File: config.mk
export PLATFORM = sky130hd
export DESIGN_NAME = idx_addr_gen
export DESIGN_NICKNAME = d
export VERILOG_FILES = /design/src/rtl/idx_pkg.sv /design/src/rtl/idx_decode.sv /design/src/rtl/idx_base_mux.sv /design/src/rtl/idx_seq.sv /design/src/rtl/idx_addr_gen.sv
export SDC_FILE = /design/constraint.sdc
export NUM_CORES = 1
export LEC_CHECK = 0
export BUFFER_PORTS_ARGS = -buffer_cell sky130_fd_sc_hd__buf_2
export CAP_MARGIN = 30
export CORE_MARGIN = 2
export CORE_UTILIZATION = 47
export CTS_BUF_LIST = sky130_fd_sc_hd__clkbuf_4 sky130_fd_sc_hd__clkbuf_8
export DETAILED_ROUTE_END_ITERATION = 6
export PLACE_DENSITY_LB_ADDON = 0.25
export SYNTH_ARGS = -nofsm -noshare
export SYNTH_HDL_FRONTEND = slang
export SYNTH_SLANG_ARGS = --single-unit
export TNS_END_PERCENT = 10
File: constraint.sdc
create_clock -name clk -period 4.35 [get_ports clk]
set_input_delay 0.435 -clock clk [delete_from_list [all_inputs] [get_ports clk]]
set_output_delay 0.435 -clock clk [all_outputs]
set_load 0.1 [all_outputs]
File: src/rtl/idx_pkg.sv
`timescale 1ns/1ps
package idx_pkg;
   localparam int PB_W = 8;

   typedef enum logic [2:0] {
      F_CONST  = 3'd0,
      F_AUTO   = 3'd1,
      F_OFF9   = 3'd2,
      F_OFF16  = 3'd3,
      F_IND16  = 3'd4,
      F_ACC    = 3'd5,
      F_ACCIND = 3'd6
   } idx_form_e;

   typedef enum logic [2:0] {
      S_IDLE   = 3'd0,
      S_EXT0   = 3'd1,
      S_EXT1   = 3'd2,
      S_RDREQ  = 3'd3,
      S_RDWAIT = 3'd4
   } idx_state_e;
endpackage

File: src/rtl/idx_decode.sv
`timescale 1ns/1ps
module idx_decode
   import idx_pkg::*;
#(
   parameter int AW = 16
) (
   input  logic [PB_W-1:0] pb,
   output idx_form_e       form,
   output logic [1:0]      base_sel,
   output logic [AW-1:0]   off5,
   output logic [AW-1:0]   step,
   output logic            post,
   output logic [1:0]      acc_sel,
   output logic            sgn
);
   localparam int NIB = 4;

   logic long_grp;
   assign long_grp = (pb[7:6] == 2'b11);

   always_comb begin
      if (!pb[5])                 form = F_CONST;
      else if (!long_grp)         form = F_AUTO;
      else if (pb[2:0] == 3'b011) form = F_IND16;
      else if (!pb[2])            form = pb[1] ? F_OFF16 : F_OFF9;
      else if (pb[1:0] == 2'b11)  form = F_ACCIND;
      else                        form = F_ACC;
   end

   // Constant and auto-modify forms index by the top two bits; the long group by bits 4:3.
   assign base_sel = (pb[5] && long_grp) ? pb[4:3] : pb[7:6];
   assign off5     = {{(AW-5){pb[4]}}, pb[4:0]};
   assign step     = pb[3] ? {{(AW-NIB){1'b1}}, pb[NIB-1:0]}
                           : ({{(AW-NIB){1'b0}}, pb[NIB-1:0]} + {{(AW-1){1'b0}}, 1'b1});
   assign post     = pb[4];
   assign acc_sel  = pb[1:0];
   assign sgn      = pb[0];
endmodule

File: src/rtl/idx_base_mux.sv
`timescale 1ns/1ps
module idx_base_mux #(
   parameter int AW   = 16,
   parameter int NREG = 4
) (
   input  logic [1:0]    sel,
   input  logic [AW-1:0] r0,
   input  logic [AW-1:0] r1,
   input  logic [AW-1:0] r2,
   input  logic [AW-1:0] r3,
   output logic [AW-1:0] base
);
   logic [AW-1:0] regs [NREG];

   assign regs[0] = r0;
   assign regs[1] = r1;
   assign regs[2] = r2;
   assign regs[3] = r3;
   assign base    = regs[sel];
endmodule

File: src/rtl/idx_seq.sv
`timescale 1ns/1ps
module idx_seq
   import idx_pkg::*;
#(
   parameter int AW           = 16,
   parameter int BW           = 8,
   parameter bit EXT_HI_FIRST = 1'b1
) (
   input  logic          clk,
   input  logic          rst_n,
   input  logic          start,
   input  logic          restricted,
   input  idx_form_e     form,
   input  logic [1:0]    base_sel,
   input  logic [AW-1:0] base_val,
   input  logic [AW-1:0] off5,
   input  logic [AW-1:0] step,
   input  logic          post,
   input  logic [1:0]    acc_sel,
   input  logic          sgn,
   input  logic [BW-1:0] acc_a,
   input  logic [BW-1:0] acc_b,
   input  logic          ext_valid,
   input  logic [BW-1:0] ext_byte,
   output logic          ext_ready,
   output logic          rd_req_valid,
   input  logic          rd_req_ready,
   output logic [AW-1:0] rd_addr,
   input  logic          rd_rsp_valid,
   output logic          rd_rsp_ready,
   input  logic [AW-1:0] rd_data,
   output logic          busy,
   output logic          done,
   output logic [AW-1:0] eff_addr,
   output logic          err,
   output logic          extra_cyc,
   output logic          wb_en,
   output logic [1:0]    wb_sel,
   output logic [AW-1:0] wb_val
);
   localparam int PAD = AW - BW;

   idx_state_e    st_q, st_n;
   idx_form_e     form_q, form_n;
   logic [AW-1:0] base_q, base_n, rda_q, rda_n;
   logic [BW-1:0] hold_q, hold_n;
   logic          sgn_q, sgn_n;

   logic          fin, fin_err, fin_extra, fin_wb;
   logic [AW-1:0] fin_addr;

   logic [AW-1:0] short_sum, auto_sum, acc_off, acc_sum, off9, off16;

   assign short_sum = base_val + off5;
   assign auto_sum  = base_val + step;
   assign acc_sum   = base_val + acc_off;
   assign off9      = {{PAD{sgn_q}}, ext_byte};

   always_comb begin
      unique case (acc_sel)
         2'b00:   acc_off = {{PAD{1'b0}}, acc_a};
         2'b01:   acc_off = {{PAD{1'b0}}, acc_b};
         default: acc_off = {acc_a, acc_b};
      endcase
   end

   // Byte order of the two-byte extension is a build option.
   generate
      if (EXT_HI_FIRST) begin : g_hi_first
         assign off16 = {hold_q, ext_byte};
      end else begin : g_lo_first
         assign off16 = {ext_byte, hold_q};
      end
   endgenerate

   always_comb begin
      st_n      = st_q;
      form_n    = form_q;
      base_n    = base_q;
      rda_n     = rda_q;
      hold_n    = hold_q;
      sgn_n     = sgn_q;
      fin       = 1'b0;
      fin_err   = 1'b0;
      fin_extra = 1'b0;
      fin_wb    = 1'b0;
      fin_addr  = '0;
      unique case (st_q)
         S_IDLE: begin
            if (start) begin
               base_n = base_val;
               form_n = form;
               sgn_n  = sgn;
               unique case (form)
                  F_CONST: begin
                     fin      = 1'b1;
                     fin_addr = short_sum;
                  end
                  F_AUTO: begin
                     fin      = 1'b1;
                     fin_wb   = 1'b1;
                     fin_addr = post ? base_val : auto_sum;
                  end
                  F_ACC: begin
                     fin      = 1'b1;
                     fin_addr = acc_sum;
                  end
                  F_ACCIND: begin
                     rda_n = acc_sum;
                     st_n  = S_RDREQ;
                  end
                  default: begin
                     if (restricted) begin
                        fin     = 1'b1;
                        fin_err = 1'b1;
                     end else begin
                        st_n = S_EXT0;
                     end
                  end
               endcase
            end
         end
         S_EXT0: begin
            if (ext_valid) begin
               if (form_q == F_OFF9) begin
                  fin       = 1'b1;
                  fin_extra = 1'b1;
                  fin_addr  = base_q + off9;
                  st_n      = S_IDLE;
               end else begin
                  hold_n = ext_byte;
                  st_n   = S_EXT1;
               end
            end
         end
         S_EXT1: begin
            if (ext_valid) begin
               if (form_q == F_OFF16) begin
                  fin       = 1'b1;
                  fin_extra = 1'b1;
                  fin_addr  = base_q + off16;
                  st_n      = S_IDLE;
               end else begin
                  rda_n = base_q + off16;
                  st_n  = S_RDREQ;
               end
            end
         end
         S_RDREQ: begin
            if (rd_req_ready) st_n = S_RDWAIT;
         end
         S_RDWAIT: begin
            if (rd_rsp_valid) begin
               fin       = 1'b1;
               fin_extra = 1'b1;
               fin_addr  = rd_data;
               st_n      = S_IDLE;
            end
         end
         default: st_n = S_IDLE;
      endcase
   end

   always_ff @(posedge clk or negedge rst_n) begin
      if (!rst_n) begin
         st_q      <= S_IDLE;
         form_q    <= F_CONST;
         base_q    <= '0;
         rda_q     <= '0;
         hold_q    <= '0;
         sgn_q     <= 1'b0;
         done      <= 1'b0;
         eff_addr  <= '0;
         err       <= 1'b0;
         extra_cyc <= 1'b0;
         wb_en     <= 1'b0;
         wb_sel    <= 2'd0;
         wb_val    <= '0;
      end else begin
         st_q   <= st_n;
         form_q <= form_n;
         base_q <= base_n;
         rda_q  <= rda_n;
         hold_q <= hold_n;
         sgn_q  <= sgn_n;
         done   <= fin;
         wb_en  <= fin_wb;
         if (fin) begin
            eff_addr  <= fin_addr;
            err       <= fin_err;
            extra_cyc <= fin_extra;
         end
         if (fin_wb) begin
            wb_sel <= base_sel;
            wb_val <= auto_sum;
         end
      end
   end

   assign ext_ready    = (st_q == S_EXT0) || (st_q == S_EXT1);
   assign rd_req_valid = (st_q == S_RDREQ);
   assign rd_rsp_ready = (st_q == S_RDWAIT);
   assign rd_addr      = rda_q;
   assign busy         = (st_q != S_IDLE);
endmodule

File: src/rtl/idx_addr_gen.sv
`timescale 1ns/1ps
module idx_addr_gen
   import idx_pkg::*;
#(
   parameter int AW           = 16,
   parameter int BW           = 8,
   parameter bit EXT_HI_FIRST = 1'b1
) (
   input  logic            clk,
   input  logic            rst_n,
   input  logic            start,
   input  logic [PB_W-1:0] postbyte,
   input  logic            restricted,
   input  logic [AW-1:0]   reg_x,
   input  logic [AW-1:0]   reg_y,
   input  logic [AW-1:0]   reg_sp,
   input  logic [AW-1:0]   reg_pc,
   input  logic [BW-1:0]   acc_a,
   input  logic [BW-1:0]   acc_b,
   input  logic            ext_valid,
   input  logic [BW-1:0]   ext_byte,
   output logic            ext_ready,
   output logic            rd_req_valid,
   input  logic            rd_req_ready,
   output logic [AW-1:0]   rd_addr,
   input  logic            rd_rsp_valid,
   output logic            rd_rsp_ready,
   input  logic [AW-1:0]   rd_data,
   output logic            busy,
   output logic            done,
   output logic [AW-1:0]   eff_addr,
   output logic            err,
   output logic            extra_cyc,
   output logic            wb_en,
   output logic [1:0]      wb_sel,
   output logic [AW-1:0]   wb_val
);
   localparam int NREG = 4;

   generate
      if (AW != 2 * BW) begin : g_bad_width
         $error("idx_addr_gen: AW must equal two extension bytes");
      end
      if (BW < 5) begin : g_bad_byte
         $error("idx_addr_gen: BW too narrow for the short offset");
      end
   endgenerate

   idx_form_e     form;
   logic [1:0]    base_sel, acc_sel;
   logic [AW-1:0] off5, step, base_val;
   logic          post, sgn;

   idx_decode #(.AW(AW)) u_dec (
      .pb(postbyte), .form(form), .base_sel(base_sel), .off5(off5),
      .step(step), .post(post), .acc_sel(acc_sel), .sgn(sgn)
   );

   idx_base_mux #(.AW(AW), .NREG(NREG)) u_mux (
      .sel(base_sel), .r0(reg_x), .r1(reg_y), .r2(reg_sp), .r3(reg_pc),
      .base(base_val)
   );

   idx_seq #(.AW(AW), .BW(BW), .EXT_HI_FIRST(EXT_HI_FIRST)) u_seq (
      .clk(clk), .rst_n(rst_n), .start(start), .restricted(restricted),
      .form(form), .base_sel(base_sel), .base_val(base_val), .off5(off5),
      .step(step), .post(post), .acc_sel(acc_sel), .sgn(sgn),
      .acc_a(acc_a), .acc_b(acc_b),
      .ext_valid(ext_valid), .ext_byte(ext_byte), .ext_ready(ext_ready),
      .rd_req_valid(rd_req_valid), .rd_req_ready(rd_req_ready),
      .rd_addr(rd_addr), .rd_rsp_valid(rd_rsp_valid),
      .rd_rsp_ready(rd_rsp_ready), .rd_data(rd_data),
      .busy(busy), .done(done), .eff_addr(eff_addr), .err(err),
      .extra_cyc(extra_cyc), .wb_en(wb_en), .wb_sel(wb_sel), .wb_val(wb_val)
   );
endmodule

Yosys cells after proc, flatten, opt, wreduce, memory -nomap -nowiden --
Index checks and enable logic that the tools add are counted.
Storage, ports and cells: memories kept 0, latch bits 0, register bits 85, input port bits 119, ROM bits 0, RAM bits 0, word-level logic and storage cells 109
Cells by class: bitwise operators 2, muxes and demuxes 52, shifts and indexed selects 0, equality and inequality tests 22, divide/modulo/power cells 0, add/sub/neg operators 6, reductions and logical operators 13, $mul 0, magnitude comparators 1
Operators by type and width (count):
- $mux W16 | 14
- $add A16 B16 Y16 | 5
- $pmux W16 S2 | 2
- $pmux W16 S4 | 1
- $pmux W16 S3 | 1
- $bmux W16 S2 | 1
- $mux W3 | 10
- $eq A3 B2 Y1 const B | 5
- $pmux W3 S5 | 1
- $mux W1 | 14
- $ne A2 B2 Y1 const B | 7
- $eq A3 B3 Y1 const B | 3
- $mux W2 | 4
- $reduce_and A7 Y1 | 1
- $eq A3 B1 Y1 const B | 2
- $logic_not A3 Y1 | 2
- $pmux W3 S2 | 1
- $add A4 B1 Y5 const B | 1
- $reduce_and A5 Y1 | 1
- $eq A2 B2 Y1 const B | 2
- $pmux W1 S4 | 1
- $reduce_or A4 Y1 | 1
- $ge A3 B3 Y1 const B | 1
- $ne A3 B3 Y1 const B | 1
- 14 further kinds | 14

Depth between registers and ports, before layout --
depth in word-level cells 12, gate-level depth with buffers 18

Modules after synthesis --
From an unflattened synthesis, not the netlist that was laid out.
Unflattened totals: cell total of the unflattened synthesis 939, area, all modules 8035.2 um^2
By module, submodules not included:
- idx_seq | cells each 868, instances 1, seq. area each 2127.0 um^2, area each 7249.5 um^2
- idx_base_mux | cells each 20, instances 1, seq. area each 0.0 um^2, area each 424.2 um^2
- idx_decode | cells each 51, instances 1, seq. area each 0.0 um^2, area each 361.6 um^2

Worst setup path after synthesis --
Ideal clock, no wire load.
path type input port to flip-flop, from input port postbyte[5], to register u_seq.eff_addr[15], cell stages on the path 16, setup slack 0.283 ns, setup time 0.104 ns, arrival 3.963 ns, cells stage by stage buf_6 and3b_4 nand2b_4 buf_6 buf_2 mux4_2 ha_1 a21o_1 o31a_1 o21a_1 a21o_1 a41o_1 a221oi_2 xnor2_1 nor2_1 o41ai_2
On the way: cells in the longest elaborated chain, start to end 11, elaborated cells between the ends (all ways) 22
RTL lines:
- start, declared | RTL line idx_addr_gen.sv:12 | input logic [PB_W-1:0] postbyte,
- $logic_and A1 B1 Y1 (*) | RTL line idx_decode.sv:31 | assign base_sel = (pb[5] && long_grp) ? pb[4:3] : pb[7:6];
- $mux W2 (*) | RTL line idx_decode.sv:31
- $not A2 Y3 (not written as such) (*) | RTL line idx_base_mux.sv:19 | assign base = regs[sel];
- $bmux W16 S2 (*) | RTL line idx_base_mux.sv:19
- $mux W16 (not written as such) (*) (2 in a row) | RTL line idx_base_mux.sv:19
- named net base_val[5] | RTL line idx_addr_gen.sv:51 | logic [AW-1:0] off5, step, base_val;
- $add A16 B16 Y16 | RTL line idx_seq.sv:55 | assign auto_sum = base_val + step;
- $mux W16 | RTL line idx_seq.sv:102 | fin_addr = post ? base_val : auto_sum;
- $pmux W16 S3 (*) | RTL line idx_seq.sv:94 | unique case (form)
- $mux W16 (*) | RTL line idx_seq.sv:90 | if (start) begin
- $pmux W16 S4 (*) | RTL line idx_seq.sv:88 | unique case (st_q)
- end signal, assigned | RTL line idx_seq.sv:189 | eff_addr <= fin_addr;
- end, declared | RTL line idx_seq.sv:34 | output logic [AW-1:0] eff_addr,
The timed path passes the listed nets; every way through them passes the cells marked *. The select of a mux whose other input is x is not followed. A chain may end at the register's enable or synchronous reset.

Final worst setup path --
from input port postbyte[3], to register u_seq.eff_addr[14]
On the way: cells in the longest elaborated chain, start to end 10, elaborated cells between the ends (all ways) 14
RTL lines (RTL line):
- $mux W2 (*) | idx_decode.sv:31
- $not A2 Y3 (not written as such) (*) | idx_base_mux.sv:19
- $bmux W16 S2 (*) | idx_base_mux.sv:19
- $mux W16 (not written as such) (*) (2 in a row) | idx_base_mux.sv:19
- named net base_val[0] | idx_addr_gen.sv:51
- $add A16 B16 Y16 | idx_seq.sv:55
- $mux W16 | idx_seq.sv:102
- $pmux W16 S3 (*) | idx_seq.sv:94
- $mux W16 (*) | idx_seq.sv:90
- $pmux W16 S4 (*) | idx_seq.sv:88
Marked as above.

==> impl_results.md <==
- Status: finished clean
- Vias per cell: 6.12
- Synth Instances: 995
- H-tree Lvls: 3
- Layout Area Growth over Synthesis: 18.2%
- CTS resizes: 0
- Post-route clock period utilization: 92.3%
- Total leakage power: 4.72 nW
- Setup WS pre-CTS: -33.3 ps
- WL final: 29700 microns
- Initial antenna violation count: 0
- Yosys top cell area share: 25.6%
- Ys Warns: 0
- Number of setup violations in the final report: 0
- Global route overflow: 0
- Nets@finish: 1376
- Hold WC Path Type: input pin to asynchronous set/reset pin
- Clk_skew: 11.0 ps
- Slew Limit Fails: 0
- Post-route DRC violation count: 0
- Worst Path Arrival: 4280 ps
- Final WS setup: 334 ps
- CP max-delay cell: mux4_2
- Hold_ws: 115 ps
- Top post-synthesis cells by area: dfrtp_1, ha_1, nand2_1
- Worst setup path category: input pin to flip-flop
- DP HPWL: 24300 microns
- Synthesized flop and latch total: 85
- Predominant post-synthesis flop cell: dfrtp_1
- # diodes: 0
- DIE AREA: 0.0188 sq mm
- Die Wd: 137 microns
- Crit start category: input pin
- Crit-path max cell delay: 600 ps
- CTS Buffer Depth: 2
- Row cnt: 48
- Syn_area_per_cell: 8.35 sq um
- # IOs: 177
- Chip Height: 137 microns
- First-pass GRT wire length: 44800 microns
- Number of synthesized flops with an enable pin: 0
- Worst VDD drop: 874 uV
- Insertion delay to the later sink of the worst-skew pair: 390 ps
- Slew headroom: 46.3%
- Tmin final: 4020 ps
- Pwr Density: 771 mW/mm^2
- Data required, critical path: 4620 ps
- Cell depth of the worst setup path: 15
- F_max: 249 MHz
- Most frequent cells after synthesis: nand2_1, dfrtp_1, a21oi_1
- Initial DRC count: 944
- Clock slew at reported path FFs: 100 ps
- CP cell instances: buf_2, and3b_4, nand2b_4, mux4_2, ha_1, fa_1, inv_1, nor2_1, or4b_1, a31oi_2, o21ai_2, nand2_1, mux2i_1, o41ai_1, a21oi_1
- Share of cells above drive strength 1: 23.5%
- Num CTS Buffers: 9
- Post-Syn Area: 0.00831 sq mm
- Gp weighted congestion: 1.03
- Syn_nets: 1189
- RSZ-0062 raised after global routing: no
- Initial Utilization: 48.1%
- Setup repair bufs after CTS: 0
- Slew @ Worst Pin: 803 ps
- Most frequent cell after synthesis: nand2_1
- # clock sinks: 85
- Clk root buf: clkbuf_8
- Hold buffers post-CTS: 0
- Gr usage total: 31.7%
- Largest net degree at the start of global routing: 59
- Post-synth top area cell: dfrtp_1
- Yosys cell types: 87
- Via count: 8646
- Vias in the first global route: 7897
- Drt wl/cell: 21.0 microns
- Final Hold Fails: 0
- Fraction of registers with async set or reset after synthesis: 100%
- Max-cap violations: 0
- I/O Buffers: 176
- Worst Reg-to-Reg Cells: 12
- Antenna-violating nets left: 0
- CTS tree: built
- Buffers and inverters on the worst path: 2
- First-pass DRT Iterations: 5
- Critical path capture point type: flip-flop
- Placeable Area: 0.0173 sq mm
- Crit-path leading delay family: simple AND/OR/NAND/NOR gates
- Peak fanout along the critical path: 11
- Sequential cell area fraction in the yosys report: 25.6%
[report_power, final]
part           total [mW]  switching (mW)  internal (mW)
Combinational        5.46            3.97           1.49
Sequential           1.45           0.294           1.16
Clock               0.665           0.338          0.327
[layout by cell type, fill, tap and decap left out, types with 14 or more instances in the layout]
cell      count
a21o_1       19
a21oi_1      78
and2_1       16
buf_2       175
buf_4        41
dfrtp_1      85
ha_1         71
inv_1        20
mux2_2       15
mux2i_1      17
nand2_1     154
nand2b_1     17
nand3_1      17
nor2_1       70
nor2b_1      14
o21ai_0      74
xnor2_1      45
xor2_1       19
[stage by stage]
stage	power, mW	TNS, ps	instance area, sq um	std cells	utilization (%)
finish	7.58	0	9830	1412	56.8
global route	7.96	0	9830	1412	56.8
CTS	7.50	0	9830	1412	56.8
detailed placement	6.84	-33.3	9610	1396	55.5
global placement	6.80	0	9610	1396	55.5
floorplan	5.50	0	8310	995	-
[layout make-up]
class | instances | area (sq um)
fillers | 1623 | 7470
multi-input cells | 848 | 5930
flip-flops and latches | 85 | 2130
repair buffers | 216 | 1180
well taps | 225 | 282
clock buffers | 9 | 124
clock inverters | 7 | 97.6
inverters | 22 | 82.6
[registers in the layout, indices dropped and copies added, names as in the netlist]
signal / flops
u_seq.base_q: 16
u_seq.done: 1
u_seq.eff_addr: 16
u_seq.err: 1
u_seq.extra_cyc: 1
u_seq.form_q: 3
u_seq.hold_q: 8
u_seq.rd_addr: 16
u_seq.sgn_q: 1
u_seq.st_q: 3
u_seq.wb_en: 1
u_seq.wb_sel: 2
u_seq.wb_val: 16
[path summary, 6_finish.rpt]
check,startpoint,endpoint,slack (ps)
setup / recovery,postbyte[3],u_seq.eff_addr[14],330
hold / removal,rst_n,u_seq.rd_addr[8],120
setup reg to reg,u_seq.base_q[0],u_seq.eff_addr[10],710
hold reg to reg,u_seq.rd_addr[7],u_seq.rd_addr[7],480
max in group asynchronous,rst_n,u_seq.form_q[2],3340
min in group clk,rd_rsp_valid,u_seq.st_q[2],290
[metal layers]
metal	vias up	share of wire (%)	track usage, %
met1	3988	44	45.2
met2	501	43	47.5
li1	4083	-	-
met3	74	9.4	5.30
met5	-	0	0
met4	0	3.8	12.8
[cells by family after synthesis]
family	after synthesis	share of synthesized area, %
multiplexers	46	7.74
buffers and inverters	62	3.16
flip-flops	85	25.6
AND/OR/NAND/NOR	353	20.0
adder cells (fa/ha/maj)	76	11.8
XOR/XNOR	64	6.74
AO/OA/AOI/OAI	309	25.0
No activity file was read; power rests on OpenSTA's default activity.
